## config.mk

```make
export PLATFORM = sky130hd
export DESIGN_NAME = bsram_addr_seq
export DESIGN_NICKNAME = d
export VERILOG_FILES = /design/src/rtl/bsram_seq_pkg.sv /design/src/rtl/bsram_strobe_decode.sv /design/src/rtl/bsram_burst_ctr.sv /design/src/rtl/bsram_addr_seq.sv
export SDC_FILE = /design/constraint.sdc
export NUM_CORES = 1
export LEC_CHECK = 0
export BUFFER_PORTS_ARGS = -buffer_cell sky130_fd_sc_hd__buf_4
export CORE_MARGIN = 5
export CORE_UTILIZATION = 35
export DETAILED_ROUTE_END_ITERATION = 8
export GPL_TIMING_DRIVEN = 0
export HOLD_SLACK_MARGIN = 0.02
export PLACE_DENSITY = 0.66
export SLEW_MARGIN = 20
export SYNTH_ARGS = -nofsm -noshare
export SYNTH_HDL_FRONTEND = slang
export SYNTH_SLANG_ARGS = --single-unit
```

## constraint.sdc

```tcl
create_clock -name clk -period 1.4 [get_ports clk]
set_input_delay 0.07 -clock clk [delete_from_list [all_inputs] [get_ports clk]]
set_output_delay 0.07 -clock clk [all_outputs]
set_load 0.05 [all_outputs]
```

## src/rtl/bsram_seq_pkg.sv

```systemverilog
package bsram_seq_pkg;

   typedef enum logic {
      ORD_INTERLEAVE = 1'b0,
      ORD_LINEAR     = 1'b1
   } burst_order_e;

   // build-time choice of the order logic that is instantiated
   localparam int ORDER_PIN   = 0;
   localparam int ORDER_LIN   = 1;
   localparam int ORDER_XOR   = 2;

   function automatic logic [7:0] beat_linear(input logic [7:0] start,
                                              input logic [7:0] offs);
      return start + offs;
   endfunction

   function automatic logic [7:0] beat_xor(input logic [7:0] start,
                                           input logic [7:0] offs);
      return start ^ offs;
   endfunction

endpackage

```

## src/rtl/bsram_strobe_decode.sv

```systemverilog
module bsram_strobe_decode (
   input  logic adsp_n,
   input  logic adsc_n,
   input  logic en1_n,
   input  logic en2,
   input  logic en3_n,
   output logic cpu_go,
   output logic load,
   output logic enable
);

   // processor strobe only counts when the first enable is active
   always_comb begin
      cpu_go = ~adsp_n & ~en1_n;
      load   = cpu_go | ~adsc_n;
      enable = ~en1_n & en2 & ~en3_n;
   end

endmodule

```

## src/rtl/bsram_burst_ctr.sv

```systemverilog
module bsram_burst_ctr
   import bsram_seq_pkg::*;
#(
   parameter int CNT_W      = 2,
   parameter int ORDER_MODE = ORDER_PIN
) (
   input  logic             clk,
   input  logic             rst,
   input  logic             load,
   input  logic [CNT_W-1:0] start_in,
   input  logic             lin_n,
   input  logic             step,
   output logic [CNT_W-1:0] beat
);

   localparam logic [CNT_W-1:0] ONE = CNT_W'(1);

   if (CNT_W < 1 || CNT_W > 8) begin : g_bad_cnt
      $error("bsram_burst_ctr: CNT_W must be 1..8");
   end
   if (ORDER_MODE < ORDER_PIN || ORDER_MODE > ORDER_XOR) begin : g_bad_mode
      $error("bsram_burst_ctr: unknown ORDER_MODE");
   end

   logic [CNT_W-1:0] start_q;
   logic [CNT_W-1:0] off_q;
   burst_order_e     order_q;

   always_ff @(posedge clk) begin
      if (rst) begin
         start_q <= '0;
         off_q   <= '0;
         order_q <= ORD_INTERLEAVE;
      end else if (load) begin
         start_q <= start_in;
         off_q   <= '0;
         order_q <= lin_n ? ORD_INTERLEAVE : ORD_LINEAR;
      end else if (step) begin
         off_q   <= off_q + ONE;
      end
   end

   logic [7:0] lin_val;
   logic [7:0] xor_val;
   always_comb begin
      lin_val = beat_linear(8'(start_q), 8'(off_q));
      xor_val = beat_xor(8'(start_q), 8'(off_q));
   end

   if (ORDER_MODE == ORDER_LIN) begin : g_lin
      assign beat = lin_val[CNT_W-1:0];
   end else if (ORDER_MODE == ORDER_XOR) begin : g_xor
      assign beat = xor_val[CNT_W-1:0];
   end else begin : g_pin
      assign beat = (order_q == ORD_LINEAR) ? lin_val[CNT_W-1:0]
                                            : xor_val[CNT_W-1:0];
   end

   // an advance moves the offset by exactly one
   assert_step_one_R4: assert property (@(posedge clk) disable iff (rst)
      (step && !load) |=> (off_q == $past(off_q) + ONE));

   // without load or step the beat address holds
   assert_hold_beat_R4: assert property (@(posedge clk) disable iff (rst)
      (!step && !load) |=> $stable(beat));

   // the captured order is kept for the whole burst
   assert_order_kept_R11: assert property (@(posedge clk) disable iff (rst)
      !load |=> $stable(order_q));

endmodule

```

## src/rtl/bsram_addr_seq.sv

```systemverilog
module bsram_addr_seq
   import bsram_seq_pkg::*;
#(
   parameter int ADDR_W     = 16,
   parameter int CNT_W      = 2,
   parameter int ORDER_MODE = ORDER_PIN
) (
   input  logic              clk,
   input  logic              rst,
   input  logic              adsp_n,
   input  logic              adsc_n,
   input  logic              adv_n,
   input  logic              en1_n,
   input  logic              en2,
   input  logic              en3_n,
   input  logic              lin_n,
   input  logic              wr_req,
   input  logic [ADDR_W-1:0] addr_in,
   output logic [ADDR_W-1:0] word_addr,
   output logic              cyc_valid,
   output logic              cyc_burst,
   output logic              desel,
   output logic              cyc_write
);

   localparam int UP_W = ADDR_W - CNT_W;

   if (UP_W < 1) begin : g_bad_width
      $error("bsram_addr_seq: ADDR_W must exceed CNT_W");
   end

   logic cpu_go;
   logic load;
   logic enable;

   bsram_strobe_decode u_dec (
      .adsp_n (adsp_n),
      .adsc_n (adsc_n),
      .en1_n  (en1_n),
      .en2    (en2),
      .en3_n  (en3_n),
      .cpu_go (cpu_go),
      .load   (load),
      .enable (enable)
   );

   logic            sel_q;
   logic            first_q;
   logic            wr_q;
   logic [UP_W-1:0] upper_q;
   logic            take;
   logic            step;
   logic [CNT_W-1:0] beat;

   always_comb begin
      take = load & enable;
      step = ~load & sel_q & ~adv_n;
   end

   bsram_burst_ctr #(
      .CNT_W      (CNT_W),
      .ORDER_MODE (ORDER_MODE)
   ) u_ctr (
      .clk      (clk),
      .rst      (rst),
      .load     (take),
      .start_in (addr_in[CNT_W-1:0]),
      .lin_n    (lin_n),
      .step     (step),
      .beat     (beat)
   );

   always_ff @(posedge clk) begin
      if (rst) begin
         sel_q   <= 1'b0;
         first_q <= 1'b0;
         wr_q    <= 1'b0;
         upper_q <= '0;
      end else if (load) begin
         sel_q   <= enable;
         first_q <= enable;
         wr_q    <= enable & ~cpu_go & wr_req;
         if (enable) begin
            upper_q <= addr_in[ADDR_W-1:CNT_W];
         end
      end else begin
         first_q <= 1'b0;
         wr_q    <= sel_q & wr_req;
      end
   end

   always_comb begin
      word_addr = {upper_q, beat};
      cyc_valid = sel_q;
      cyc_burst = sel_q & ~first_q;
      desel     = ~sel_q;
      cyc_write = wr_q;
   end

   // a strobe that finds the chip disabled deselects
   assert_desel_disabled_R1: assert property (@(posedge clk) disable iff (rst)
      (load && !enable) |=> (desel && !cyc_valid && !cyc_write));

   // a masked processor strobe with no other strobe keeps the address
   assert_masked_cpu_R2: assert property (@(posedge clk) disable iff (rst)
      (!adsp_n && en1_n && adsc_n && adv_n) |=> $stable(word_addr));

   // processor-started cycles read
   assert_cpu_read_R3: assert property (@(posedge clk) disable iff (rst)
      (cpu_go && enable) |=> (!cyc_write && cyc_valid && !cyc_burst));

   // the upper bits move only on a selecting strobe
   assert_upper_hold_R8: assert property (@(posedge clk) disable iff (rst)
      !take |=> $stable(word_addr[ADDR_W-1:CNT_W]));

   // deselected with no strobe stays deselected
   assert_stay_desel_R12: assert property (@(posedge clk) disable iff (rst)
      (desel && !load) |=> (desel && $stable(word_addr)));

endmodule

```

==> reports/qor.txt, run 1 <==
status: completed
Worst path max stage delay: 350 ps
final setup fails: 0
RSZ-0062 raised after global routing: false
register area share after synthesis: 53.7%
num ports: 46
total clock sinks: 22
core area: 2230 µm²
most frequent cell after synthesis: dfxtp_1
Starting Density: 36.8%
drt via density: 4.83
critical path peak fanout: 4
Port-buffer cells: 45
chip height: 58.4 µm
P per Cell Area: 859 nW/µm²
wire length per cell: 13.1 µm
vias post-DR: 788
placed cell count: 141
Area growth, synth to finish: 75.8%
CTS Root Cell: clkbuf_4
worst slack, placed: -3.88 ps
share of layout cells above drive strength 1: 56.3%
VDD IR-drop max: 0.838 mV
post-synthesis sequential element count: 22
drt first pass iters: 2
final layout net count: 163
ys async rst share: 0%
CP Class: reg2out
post-synth top area cell: dfxtp_1
Yosys warning total: 0
Netlist cell types: 23
Final Skew: 0.408 ps
CTS tree: done
GP Congestion: 0.696
Final WS setup: 103 ps
WL met2: 1160 µm
post-DP HPWL: 1470 µm
final total power: 0.00124 W
worst slew pin tran: 649 ps
Die X-Extent: 58.4 µm
mapped cell area: 821 µm²
first-pass GRT wire length: 3490 µm
largest cells by area after synthesis: dfxtp_1, a22o_2, buf_12, nor2_8, a21oi_1
die area: 3410 µm²
CP max stage cell: dfxtp_2
cells along the critical path: ha_1 -> nand2_1 -> xnor2_2 -> buf_6
Synth top area share: 53.7%
maximum clock rate: 0.771 GHz
Hold Path Class: in2reg
Mapped Cells: 68
max layer used: met4
GRT Util Overall: 13.1%
fillers: 179
post-route ant nets: 0
Pins Over Slew Limit: 0
Remaining Overflow, GRT: 0
startpoint types: flop
Inserted Clock Buffers: 3
clk buf depth: 2
DRC viols: 0
leakage power: 0.669 nW
Period minus WS final: 1300 ps
H-tree lvl count: 1
Util after Layout: 64.6%
required time of the critical path: 1330 ps
largest net degree at the start of global routing: 13
Worst-Skew Late Latency: 300 ps
setup bufs post-CTS: 0
Post-synth EDFFs: 0
WL met1: 829 µm
Post-Syn Nets: 95
Initial DRC Count: 9
row count: 17
diode count: 0
CP arrival: 1230 ps
post-route clock period utilization: 92.6%
Hold Vio Cnt, Final: 0
Final Non-Filler Cells: 163
initial antenna violation count: 0
Post-synth top flop: dfxtp_1
WL met3: 120 µm
Reg clk slew, reported paths: 120 ps
vias in the first global route: 737
Setup crit end kind: primary output
DRT Wirelength: 2130 µm
Max-slew headroom: 56.8%
Mapped Avg Cell Area: 12.1 µm²
max_cap viols: 0
Synth top cells by count: dfxtp_1, a22o_2, a21oi_1, nand2_1, nor2_1
==> layout make-up <==
cell class | instances | area, µm² | share of cell area (%)
timing repair buffer | 63 | 522 | 36.2
sequential | 22 | 443 | 30.7
tap | 28 | 35.0 | 2.43
buffer | 2 | 25.0 | 1.73
multi-input combinational | 43 | 374 | 25.9
clock buffer | 4 | 36.3 | 2.52
inverter | 1 | 7.51 | 0.520
==> timing repair <==
item	4_1_cts	5_1_grt
resized for setup	0	3
endpoints found under the hold margin	18	0
setup endpoints to repair	0	1
hold buffers	18	0
==> per-stage QoR <==
| stage | area [µm²] | TNS [ps] | hold WS [ps] |
|---|---|---|---|
| detailed placement | 1210 | -8.36 | 294 |
| global route | 1440 | 0 | 42.9 |
| CTS | 1430 | 0 | 32.6 |
| floorplan | 841 | 0 | 180 |
| finish | 1440 | 0 | 29.2 |
| global placement | 1210 | 0 | 291 |
==> kinds of logic after synthesis <==
group	Yosys count	synth area share [%]
AO/OA/AOI/OAI	26	27.7
flip-flops	22	53.7
AND/OR/NAND/NOR	14	11.4
buffers and inverters	3	3.51
XOR/XNOR	2	2.13
adder cells (fa/ha/maj)	1	1.52
==> path summary, 6_finish.rpt <==
check	from	endpoint	slack, ps	depth (start not counted)
worst min register to register	u_ctr.order_q	u_ctr.order_q	480	1
worst min-delay path	adv_n	u_ctr.off_q[0]	30	3
worst max register to register	cyc_valid	u_ctr.off_q[0]	340	3
worst max-delay path	u_ctr.off_q[0]	word_addr[1]	100	4
==> worst max-delay path: cells and delay by family, from the launching register on <==
| kind | cells | cell delay [ps] |
|---|---|---|
| flops | 1 | 350 |
| buf+inv | 1 | 170 |
| simple gates | 1 | 100 |
| xor+xnor | 1 | 120 |
| fa+ha+maj | 1 | 180 |
==> registers in the layout (all words and copies together), names as in the netlist <==
signal         flops
cyc_valid          1
cyc_write          1
first_q            1
u_ctr.off_q        2
u_ctr.order_q      1
u_ctr.start_q      2
upper_q           14
==> where the power goes <==
group / total, W / internal, W / switching [W]
registers: 0.000654 / 0.000643 / 0.0000107
clock network: 0.000341 / 0.000159 / 0.000182
logic: 0.000245 / 0.000126 / 0.000118
==> placed cells by master, fill, tap and decap left out <==
master	n
buf_4	44
dfxtp_1	20
dlygate4sd3_1	18
a22o_2	16
nand2_1	3
a21oi_1	3
clkbuf_4	3
nor2_1	2
a21o_1	2
o21ai_0	2
or3_1	2
dfxtp_2	2
clkinvlp_4	1
nor2_4	1
xor2_2	1
xnor2_2	1
and2_1	1
or4b_4	1
nor2_8	1
buf_12	1
o221a_2	1
nor3b_1	1
buf_2	1
nor3_1	1
nand2b_1	1
o211ai_1	1
o32ai_1	1
ha_1	1
clkbuf_8	1
buf_6	1
==> routing by layer <==
metal / vias up / global-route usage, %
li1: 394 / -
met2: 20 / 23.0
met1: 372 / 15.9
met3: 2 / 4.17
met5: - / 0
met4: 0 / 1.99
Note: power is estimated with default switching activity, not from simulation.
==> run 2, diff against run 1 <==
- PLACE_DENSITY: 0.66 -> 0.65
==> run 2 against run 1 <==
  * First-iteration DRC count grew to 3.8 times the previous value
  * Count of clock-buffer cells in the layout shrank 1
  * Clock power grew 43%
  * Non-clock buffer count grew 1
  * Via count shrank 1.4%
  * Critical path type unchanged
  * Highest routed layer unchanged
==> reports/qor.txt, run 2 (synthesis results as in run 1) <==
Finished Cell Area: 1470 µm²
H-tree lvl count: 1
worst slew pin tran: 621 ps
CTS tree: done
P per Cell Area: 949 nW/µm²
Top reg by flops: upper_q
cells along the critical path: ha_1 -> nand2_1 -> xnor2_2 -> buf_4
largest net degree at the start of global routing: 14
DRC viols: 0
CTS Root Cell: clkbuf_4
Final WS setup: 51.8 ps
setup bufs post-CTS: 0
max_cap viols: 0
GP Congestion: 0.705
Pins Over Slew Limit: 0
clk buf depth: 2
met1 Track Usage GR: 14.6%
Hold Vio Cnt, Final: 0
leakage power: 0.680 nW
post-DP HPWL: 1540 µm
final layout net count: 164
post-route ant nets: 0
num ports: 46
Setup crit end kind: primary output
Final Skew: 0.925 ps
Area growth, synth to finish: 78.5%
status: completed
Worst path max stage delay: 360 ps
grt met2 use: 25.8%
drt via density: 4.74
diode count: 0
Worst Hold Depth: 3
vias in the first global route: 777
RSZ-0062 raised after global routing: false
post-route clock period utilization: 96.3%
Final Non-Filler Cells: 164
wire length per cell: 14.3 µm
final setup fails: 0
hold_ws: 48.1 ps
Hold Path Class: in2reg
placed cell count: 141
global route hottest layer: met2
critical path peak fanout: 4
chip height: 58.4 µm
required time of the critical path: 1330 ps
Reg clk slew, reported paths: 120 ps
share of layout cells above drive strength 1: 55.9%
CP max stage cell: dfxtp_2
most frequent cells in the layout: buf_4, dfxtp_1, dlygate4sd3_1, a22o_2
GRT Util Overall: 13.8%
Die X-Extent: 58.4 µm
Crit Reg-Reg Endpoint: u_ctr.off_q[0]
Max-slew headroom: 58.6%
CP delay by family, top: flip-flops
drt first pass iters: 4
max reg flops: 14
total clock sinks: 22
CP arrival: 1280 ps
initial antenna violation count: 0
core area: 2230 µm²
Remaining Overflow, GRT: 0
Reg2Reg Depth: 3
Crit path buffers/inverters: 1
worst slack, placed: -52.0 ps
Inserted Clock Buffers: 3
maximum clock rate: 0.742 GHz
met3 usage: 3.29%
first-pass GRT wire length: 3580 µm
row count: 17
Largest regs: upper_q (14), u_ctr.off_q (2), u_ctr.start_q (2)
VDD IR-drop max: 0.570 mV
R2R Path Start: cyc_valid
die area: 3410 µm²
commonest non-fill, non-tap cell in the layout: buf_4
DRT Wirelength: 2340 µm
post-placement cell area: 1210 µm²
Hold Path End: u_ctr.off_q[0]
Period minus WS final: 1350 ps
Port-buffer cells: 45
Sum Neg Setup Slack: 0 ps
Initial DRC Count: 34
Worst-Skew Late Latency: 310 ps
startpoint types: flop
CP Class: reg2out
worst reg2reg setup slack: 330 ps
Hold Path Origin: rst
vias post-DR: 777
Starting Density: 36.8%
## run 2: changes by cell type in the layout (fill, tap and decap cells not counted)
cell	change
buf_4	+1
buf_6	-1
dlygate4sd3_1	+1
clkbuf_8	-1
bufinv_16	+1
## run 2: area by class of cell
| class | instances | area (µm²) |
|---|---|---|
| fill | 169 | 768 |
| timing repair buffer | 64 | 528 |
| sequential | 22 | 443 |
| multi-input combinational | 43 | 374 |
| tap | 28 | 35.0 |
| clock inverter | 1 | 30.0 |
| buffer | 2 | 25.0 |
| clock buffer | 3 | 22.5 |
| inverter | 1 | 7.51 |
## run 2: repair_timing
item / CTS / global route
gates resized for setup: 0 / 2
hold endpoints to repair: 19 / 0
setup endpoints to repair: 0 / 1
hold buffers: 19 / 0
## run 2: how the worst max path moves through the flow
stage	startpoint	end	slack, ps	cells past startpoint
4_1_cts	u_ctr.start_q[1]	word_addr[1]	10	3
6_report	u_ctr.off_q[0]	word_addr[1]	50	4
3_5_place_dp	en2	u_ctr.start_q[1]	-50	5
5_1_grt	u_ctr.off_q[0]	word_addr[1]	0.6	4
3_3_place_gp	en2	upper_q[1]	4	5
2_1_floorplan	cyc_valid	cyc_burst	80	2
## run 2: stage by stage
step	total power, W	util [%]
2_1_floorplan	0.000774	-
3_3_place_gp	0.000869	54.3
3_5_place_dp	0.000871	54.3
4_1_cts	0.00141	65.2
5_1_grt	0.00144	65.6
6_report	0.00139	65.6
## run 2: worst reg2reg max path: cells and delay by family (launching register included)
kind / cells / cell delay (ps)
flip-flops: 1 / 400
AND/OR/NAND/NOR: 1 / 320
AO/OA/AOI/OAI: 2 / 290
## run 2: where the power goes
group          switching, W  leakage [nW]  internal, W  total, W
clock network      0.000199        0.0279     0.000290  0.000489
registers         0.0000110         0.179     0.000643  0.000654
logic              0.000120         0.472     0.000128  0.000247
total              0.000330         0.680      0.00106   0.00139
## run 2: metal layers
layer / part of all wire [%] / wire length (µm)
met2: 56 / 1300
met4: 1.1 / 26
met5: 0 / 0
met1: 37 / 859
met3: 6.2 / 146
==> run 3, diff against run 2 <==
--- a/config.mk
+++ b/config.mk
@@ -6,4 +6,5 @@
 export NUM_CORES = 1
 export LEC_CHECK = 0
+export ABC_AREA = 1
 export BUFFER_PORTS_ARGS = -buffer_cell sky130_fd_sc_hd__buf_4
 export CORE_MARGIN = 5
@@ -12,5 +13,4 @@
 export GPL_TIMING_DRIVEN = 0
 export HOLD_SLACK_MARGIN = 0.02
-export PLACE_DENSITY = 0.65
 export SLEW_MARGIN = 20
 export SYNTH_ARGS = -nofsm -noshare
==> constraint.sdc (replaced) <==
create_clock -name clk -period 1.4 [get_ports clk]
set_input_delay 0.07 -clock clk [delete_from_list [all_inputs] [get_ports clk]]
set_output_delay 0.07 -clock clk [all_outputs]
set_load 0.1 [all_outputs]
==> run 3 against run 2 <==
  * Utilization down 3.7 points
  * Power down 11%
  * Largest power group unchanged
  * Maximum frequency is 2.3% higher
==> reports/qor.txt, run 3 <==
Area growth, synth to finish: 72.3%
most frequent cell after synthesis: nand2_1
largest cells by area after synthesis: dfxtp_1, nand2_1, inv_1, buf_6, nor2_1
Hold Path Origin: rst
Starting Density: 35.9%
clk buf depth: 2
post-DP HPWL: 1530 µm
Sum Neg Setup Slack: 0 ps
commonest non-fill, non-tap cell in the layout: nand2_1
final layout net count: 211
GRT Util Overall: 13.5%
Period minus WS final: 1320 ps
CTS tree: done
post-synthesis sequential element count: 22
Mapped Avg Cell Area: 7.53 µm²
Pins Over Slew Limit: 0
Worst Setup SP: u_ctr.off_q[0]
maximum clock rate: 0.759 GHz
status: completed
CTS Root Cell: clkbuf_4
drt via density: 4.23
wire length per cell: 10.4 µm
Yosys warning total: 0
Port-buffer cells: 45
core area: 2430 µm²
Top reg by flops: upper_q
mapped cell area: 873 µm²
final setup fails: 0
first-pass GRT wire length: 3590 µm
area of the multi-input gates: 397 µm²
grt met2 use: 24.5%
num ports: 46
setup bufs post-CTS: 0
post-synth top area cell: dfxtp_1
max_cap viols: 0
met3 usage: 2.16%
CP arrival: 1250 ps
Synth top area share: 50.4%
required time of the critical path: 1330 ps
die area: 3590 µm²
P per Cell Area: 820 nW/µm²
R2R Path Start: u_ctr.off_q[0]
Post-synth EDFFs: 0
Netlist cell types: 14
leakage power: 0.768 nW
VDD IR-drop max: 0.576 mV
DRT Wirelength: 2210 µm
DRC viols: 0
total clock sinks: 22
Worst path max stage delay: 350 ps
post-route ant nets: 0
drt first pass iters: 4
Reg clk slew, reported paths: 110 ps
largest net degree at the start of global routing: 13
Remaining Overflow, GRT: 0
Die X-Extent: 60.0 µm
diode count: 0
ys async rst share: 0%
Hold Vio Cnt, Final: 0
global route hottest layer: met2
FF+latch area: 447 µm²
initial antenna violation count: 0
Post-synth top flop: dfxtp_1
Mapped Cells: 116
Worst-Skew Late Latency: 300 ps
Synth top cells by count: nand2_1, dfxtp_1, inv_1
max reg flops: 14
most frequent cells in the layout: nand2_1, buf_4, dfxtp_1, dlygate4sd3_1, inv_1
cells along the critical path: ha_2 -> nand2_2 -> xnor2_2 -> inv_2 -> buf_12
H-tree lvl count: 1
GP Congestion: 0.691
Hold Path Class: in2reg
chip height: 60.0 µm
Initial DRC Count: 14
met1 Track Usage GR: 14.0%
Largest regs: upper_q (14), u_ctr.off_q (2), u_ctr.start_q (2)
fillers: 212
share of layout cells above drive strength 1: 36.6%
Post-Syn Nets: 143
Final Non-Filler Cells: 213
vias in the first global route: 867
Inserted Clock Buffers: 3
CP Class: reg2out
vias post-DR: 900
register area share after synthesis: 50.4%
CP max stage cell: dfxtp_2
row count: 18
Setup crit end kind: primary output
worst slew pin tran: 380 ps
Max-slew headroom: 74.6%
startpoint types: flop
critical path peak fanout: 2
Final Skew: 0.270 ps
post-route clock period utilization: 94.1%
placed cell count: 191
## run 3: routing by layer
metal	vias up	wire [µm]
li1	479	-
met1	396	849
met2	21	1200
met3	4	95
met4	0	67
met5	-	0
## run 3: per-stage QoR
step	util [%]	total power, W	area, µm²	hold slack (ps)	setup WS (ps)
floorplan	-	0.000822	888	173	-434
global placement	52.0	0.000911	1260	257	277
detailed placement	52.0	0.000915	1260	263	233
CTS	60.6	0.00125	1470	64.6	37.9
global route	61.9	0.00129	1510	79.8	-12.9
finish	61.9	0.00123	1510	73.4	82.0
## run 3: path summary, 6_finish.rpt
| kind | end | slack [ps] | cells after the start |
|---|---|---|---|
| max | word_addr[1] | 80 | 5 |
| min | u_ctr.off_q[0] | 70 | 4 |
| max reg2reg | u_ctr.off_q[1] | 520 | 6 |
| min reg2reg | u_ctr.start_q[0] | 460 | 2 |
## run 3: report_power, final
group | internal (W) | total [W] | switching [W]
Clock | 0.000111 | 0.000291 | 0.000180
Combinational | 0.000119 | 0.000295 | 0.000175
Sequential | 0.000640 | 0.000649 | 0.00000947
Total | 0.000870 | 0.00123 | 0.000365
## run 3: layout make-up
cell class | instances | area share [%]
buffer | 2 | 1.50
clock buffer | 4 | 1.75
tap | 30 | 2.49
inverter | 11 | 2.99
multi-input combinational | 81 | 26.4
timing repair buffer | 63 | 35.2
sequential | 22 | 29.7
## run 3: critical path, delay by kind of cell (launching register included)
family | cells | cell delay (ps)
buf+inv | 2 | 240
fa+ha+maj | 1 | 170
xor+xnor | 1 | 130
simple gates | 1 | 60
flops | 1 | 350
## run 3: logic make-up after synthesis
logic type | count (synthesis) | synth area share (%)
compound gates | 1 | 0.573
xor+xnor | 2 | 2.01
fa+ha+maj | 1 | 1.43
buf+inv | 13 | 7.31
flops | 22 | 50.4
simple gates | 77 | 38.3
## run 3: what timing repair did
item / CTS / global route
hold buffers: 18 / 0
setup endpoints to repair: 1 / 1
cloned: 0 / 0
gates resized for setup: 1 / 9
pin swaps: 0 / 2
endpoints found under the hold margin: 18 / 0
